===== src/rtl/pd_pkg.sv =====
package pd_pkg;
  typedef enum logic {ENC_GRAY = 1'b0, ENC_ONEHOT = 1'b1} mealy_enc_e;

  localparam int MEALY_STATES = 4;
  localparam int MOORE_STATES = 5;
  localparam int GRAY_W       = $clog2(MEALY_STATES);

  // one-hot bit positions (start state sits in bit 0)
  localparam int IX_A = 0;
  localparam int IX_B = 1;
  localparam int IX_C = 2;
  localparam int IX_D = 3;
  localparam int IX_E = 4;

  // reflected binary codes for the four-state machine
  localparam logic [GRAY_W-1:0] G_A = 2'b00;
  localparam logic [GRAY_W-1:0] G_B = 2'b01;
  localparam logic [GRAY_W-1:0] G_C = 2'b11;
  localparam logic [GRAY_W-1:0] G_D = 2'b10;
endpackage


===== src/rtl/pd_mealy_gray.sv =====
module pd_mealy_gray
  import pd_pkg::*;
(
  input  logic clk,
  input  logic rst,
  input  logic din,
  output logic hit
);
  logic [GRAY_W-1:0] st_q, st_d;

  always_comb begin
    case (st_q)
      G_A:     st_d = din ? G_B : G_A;
      G_B:     st_d = din ? G_C : G_A;
      G_C:     st_d = din ? G_C : G_D;
      G_D:     st_d = din ? G_B : G_A;
      default: st_d = G_A;
    endcase
  end

  always_ff @(posedge clk) begin
    if (rst) st_q <= G_A;
    else     st_q <= st_d;
  end

  assign hit = ~rst & din & (st_q == G_D);

  // low code bit tracks the bit taken at the previous edge
  a_r9_gray_low_bit: assert property (@(posedge clk) disable iff (rst)
    1'b1 |=> st_q[0] == $past(din));
endmodule


===== src/rtl/pd_mealy_onehot.sv =====
module pd_mealy_onehot
  import pd_pkg::*;
(
  input  logic clk,
  input  logic rst,
  input  logic din,
  output logic hit
);
  localparam logic [MEALY_STATES-1:0] START = MEALY_STATES'(1);

  logic [MEALY_STATES-1:0] state_q, state_d;
  logic                    legal;

  assign legal = (state_q != '0) && ((state_q & (state_q - 1'b1)) == '0);

  always_comb begin
    if (!legal) begin
      state_d = START;
    end else begin
      state_d       = '0;
      state_d[IX_A] = ~din & (state_q[IX_A] | state_q[IX_B] | state_q[IX_D]);
      state_d[IX_B] =  din & (state_q[IX_A] | state_q[IX_D]);
      state_d[IX_C] =  din & (state_q[IX_B] | state_q[IX_C]);
      state_d[IX_D] = ~din &  state_q[IX_C];
    end
  end

  always_ff @(posedge clk) begin
    if (rst) state_q <= START;
    else     state_q <= state_d;
  end

  assign hit = ~rst & din & legal & state_q[IX_D];

  // an illegal one-hot value is cleared to the start state in one clock
  a_r8_mealy_recover: assert property (@(posedge clk) disable iff (rst)
    ($countones(state_q) != 1) |=> state_q == START);
endmodule


===== src/rtl/pd_moore_onehot.sv =====
module pd_moore_onehot
  import pd_pkg::*;
(
  input  logic clk,
  input  logic rst,
  input  logic din,
  output logic hit
);
  localparam logic [MOORE_STATES-1:0] START = MOORE_STATES'(1);

  logic [MOORE_STATES-1:0] state_q, state_d;
  logic                    legal;

  assign legal = (state_q != '0) && ((state_q & (state_q - 1'b1)) == '0);

  always_comb begin
    if (!legal) begin
      state_d = START;
    end else begin
      state_d       = '0;
      state_d[IX_A] = ~din & (state_q[IX_A] | state_q[IX_B] | state_q[IX_D] | state_q[IX_E]);
      state_d[IX_B] =  din &  state_q[IX_A];
      state_d[IX_C] =  din & (state_q[IX_B] | state_q[IX_C] | state_q[IX_E]);
      state_d[IX_D] = ~din &  state_q[IX_C];
      state_d[IX_E] =  din &  state_q[IX_D];
    end
  end

  always_ff @(posedge clk) begin
    if (rst) state_q <= START;
    else     state_q <= state_d;
  end

  assign hit = state_q[IX_E];

  // an edge that sees reset leaves the start state
  a_r1_reset_start: assert property (@(posedge clk)
    rst |=> state_q == START);

  // illegal value recovers on the next edge
  a_r8_moore_recover: assert property (@(posedge clk) disable iff (rst)
    ($countones(state_q) != 1) |=> state_q == START);
endmodule


===== src/rtl/pd_pattern_watch.sv =====
module pd_pattern_watch
  import pd_pkg::*;
#(
  parameter mealy_enc_e MEALY_ENC = ENC_ONEHOT
) (
  input  logic clk,
  input  logic rst,
  input  logic din,
  output logic hit_now,
  output logic hit_late
);
  if (MEALY_ENC == ENC_GRAY) begin : g_mealy_gray
    pd_mealy_gray u_mealy (
      .clk (clk),
      .rst (rst),
      .din (din),
      .hit (hit_now)
    );
  end else begin : g_mealy_oh
    pd_mealy_onehot u_mealy (
      .clk (clk),
      .rst (rst),
      .din (din),
      .hit (hit_now)
    );
  end

  pd_moore_onehot u_moore (
    .clk (clk),
    .rst (rst),
    .din (din),
    .hit (hit_late)
  );

  // the registered flag repeats the immediate flag one clock later
  a_r5_late_follows_now: assert property (@(posedge clk) disable iff (rst)
    1'b1 |=> hit_late == $past(hit_now));
endmodule


===== config.mk =====
export PLATFORM = sky130hd
export DESIGN_NAME = pd_pattern_watch
export DESIGN_NICKNAME = d
export VERILOG_FILES = /design/src/rtl/pd_pkg.sv /design/src/rtl/pd_mealy_gray.sv /design/src/rtl/pd_mealy_onehot.sv /design/src/rtl/pd_moore_onehot.sv /design/src/rtl/pd_pattern_watch.sv
export SDC_FILE = /design/constraint.sdc
export NUM_CORES = 1
export LEC_CHECK = 0
export ABC_AREA = 0
export BUFFER_PORTS_ARGS = -buffer_cell sky130_fd_sc_hd__buf_2
export CORE_AREA = 3 3 40 42
export DETAILED_ROUTE_END_ITERATION = 6
export DIE_AREA = 0 0 43 45
export PLACE_DENSITY = 0.53
export SETUP_SLACK_MARGIN = 0.02
export SYNTH_ARGS = -nofsm -noshare
export SYNTH_HDL_FRONTEND = slang
export SYNTH_SLANG_ARGS = --single-unit

===== constraint.sdc =====
create_clock -name clk -period 2 [get_ports clk]
set_input_delay 0.3 -clock clk [delete_from_list [all_inputs] [get_ports clk]]
set_output_delay 0.3 -clock clk [all_outputs]
set_load 0.03 [all_outputs]

==> run metrics <==
Post-CTS Repair Setup Buffers=0; DIE WIDTH=43 µm; met3 wire length=17 µm; largest net degree at the start of global routing=8; initial antenna violation count=0; Layout area overhead=16.2%; synthesized flop and latch total=9; combinational fraction of design power=0.097; Synth area leaders=dfxtp_1 45%, nor4_1 6.3%, nor2_1 4.7%, nor2b_1 4.7%, xnor2_1 4.4%; fraction of layout cells with a size suffix above 1=0.192; Post-DP HPWL=567 µm; max cap viols=0; drt first pass iters=4; Slew Limit Fails=0; Tmin final=1.44 ns; CTS H-tree depth=1; Die ar.=0.00194 mm²; Iteration-0 DRC Markers=4; Final Instance Area=465 µm²; Avg WL per Cell=12.2 µm; drt drc=0; Fmax=about 0.7 GHz; max layer used=met4; Crit path arrival time=roughly 1.1 ns; Worst-Skew Late Latency=0.25 ns; I/O pin total=5; Metal-1 WL=433 µm; Routed WL=816 µm; power density over the cells=between 700 and 800 mW/mm²; synthesis warning total=0; CTS tree=done; Sum Neg Setup Slack=0 ns; Placed Instance Area=roughly 440 µm²; VDD IR-drop max=0.263 mV; row count=13; switch share=0.239; vias in the first global route=292; Syn Nets=47; synth cell count leaders=9 x dfxtp_1, 5 x nor2_1, 4 x nor4_1, 3 x a21oi_1, 3 x nor2b_1; Hold/Removal Path Class=primary input to flip-flop; Crit. End Element=output port; Max-slew headroom=0.735; Filler Cells Inserted=approximately 140; WS Path Type=flip-flop to output port; P_int=approximately 280 µW; Synth area leader=dfxtp_1; Fin. Hold Viols=0; NetSw=around 88 µW; IO Port Bufs=4; crit-path cells=nand2b_1 -> nor4_1 -> buf_2; asr flop ratio synth=0; Static Leak=0.000183 µW; Avg Inst Size Synth=around 9.1 µm²; Clock Power Share=0.366; RSZ-0062 raised after global routing=false; core area=0.00128 mm²; slowest CP cell=dfxtp_1; Yosys cell types=21; startpoint types=flip-flop; Syn Inst Count=44; Worst Path Max Fanout=5; number of CTS-inserted buffers=3; most frequent cell after synthesis=dfxtp_1; sequential power share=0.536; CTS clock-pin slew for the worst setup and hold paths=0.06 ns; clock skew=0.00108 ns; total track usage=0.0894; Layout Utilization=0.362; number of synthesized flops with an enable pin=0; Vias=roughly 340; gr ovfl total=0; final net count=56; met2 wire length=340 µm; Setup violations, final=0; buffer depth of the longest clock path=2; Num Clock Sinks=9; synthesized cell area=400 µm²; slew at the pin with the worst max-slew slack=0.397 ns; Critical Path RT=1.70 ns; gp weighted congestion=about 0.75; Seq/Total Area, Yosys=0.450; global-route wire length before repair=1240 µm; post-route ant nets=0; status=completed; drt via density=around 5.1; Root Driver=clkbuf_4; Resized Gates After CTS=0; Top FF cell, synth=dfxtp_1; post-synth top area share=0.450; slowest stage delay, CP=roughly 0.34 ns; Tcrit/Tclk final=0.719; Antenna Cells=0; Starting Density=0.312; height of the chip=45 µm; cts hold-fix bufs=0
-- cell type report --
cell class              count  area [µm²]  area share
multi-input cells          35         220       0.473
repair buffers              4        20.0      0.0430
flip-flops and latches      9         180       0.387
clock buffers               4        26.3      0.0565
well taps                  15        18.8      0.0403
-- through the flow --
step                      hold slack (ns)  worst slack, ns  power (µW)  cells
final                               0.286            0.563         369     67
after floorplan                     0.368            0.285         225     44
after global placement              0.483            0.611         237     63
after detailed placement            0.490            0.629         237     63
after global routing                0.287            0.525         386     67
after CTS                           0.272            0.555         376     67
-- logic make-up (layout without fill, tap and decap cells) --
family,count (synthesis),count (layout),synth area share
and+or+nand+nor,23,23,0.347
AOI/OAI and AO/OA,9,9,0.137
DFF,9,9,0.450
xor gates and xnor gates,3,3,0.0656
buffers and inverters,0,8,0
-- power groups by stage --
stage	logic [µW]	registers [µW]	clock network, µW
after CTS	36.3	197	143
after global routing	39.2	198	149
after detailed placement	36.1	201	0
final	35.9	198	135
after floorplan	26.3	198	0
after global placement	35.4	201	0
-- placed cells by master, fill, tap and decap left out, types with 2 or more instances in the layout --
| cell | synthesis | routed |
|---|---|---|
| nor3_1 | 2 | 2 |
| a21oi_1 | 3 | 3 |
| nor4_1 | 4 | 4 |
| dfxtp_1 | 9 | 9 |
| nand2_1 | 2 | 2 |
| nand2b_1 | 2 | 2 |
| nor2b_1 | 3 | 3 |
| buf_2 | 0 | 4 |
| nor2_1 | 5 | 5 |
| xnor2_1 | 2 | 2 |
| clkbuf_4 | 0 | 3 |
-- per-layer routing --
layer,vias to the layer above,global-route usage
met5,-,0
met3,2,0.0120
met1,160,0.114
met4,0,0.108
li1,179,-
met2,3,0.117
-- critical path: cells and delay by family (launching register included) --
kind          cells  cell delay (ns)
buf+inv           1             0.24
flops             1             0.34
simple gates      2             0.30
-- path summary, 6_finish.rpt --
path         slack [ns]                            end  cells past startpoint                     startpoint
max                0.56                        hit_now                      3  g_mealy_oh.u_mealy.state_q[0]
min                0.29  g_mealy_oh.u_mealy.state_q[3]                      2                            din
max reg2reg        0.78             u_moore.state_q[0]                      3             u_moore.state_q[0]
min reg2reg        0.51             u_moore.state_q[4]                      2             u_moore.state_q[3]
-- state kept, by name, summed over array words and instances (netlist names) --
register                    flops
u_moore.state_q                 5
g_mealy_oh.u_mealy.state_q      4
Note: power is estimated with default switching activity, not from simulation.
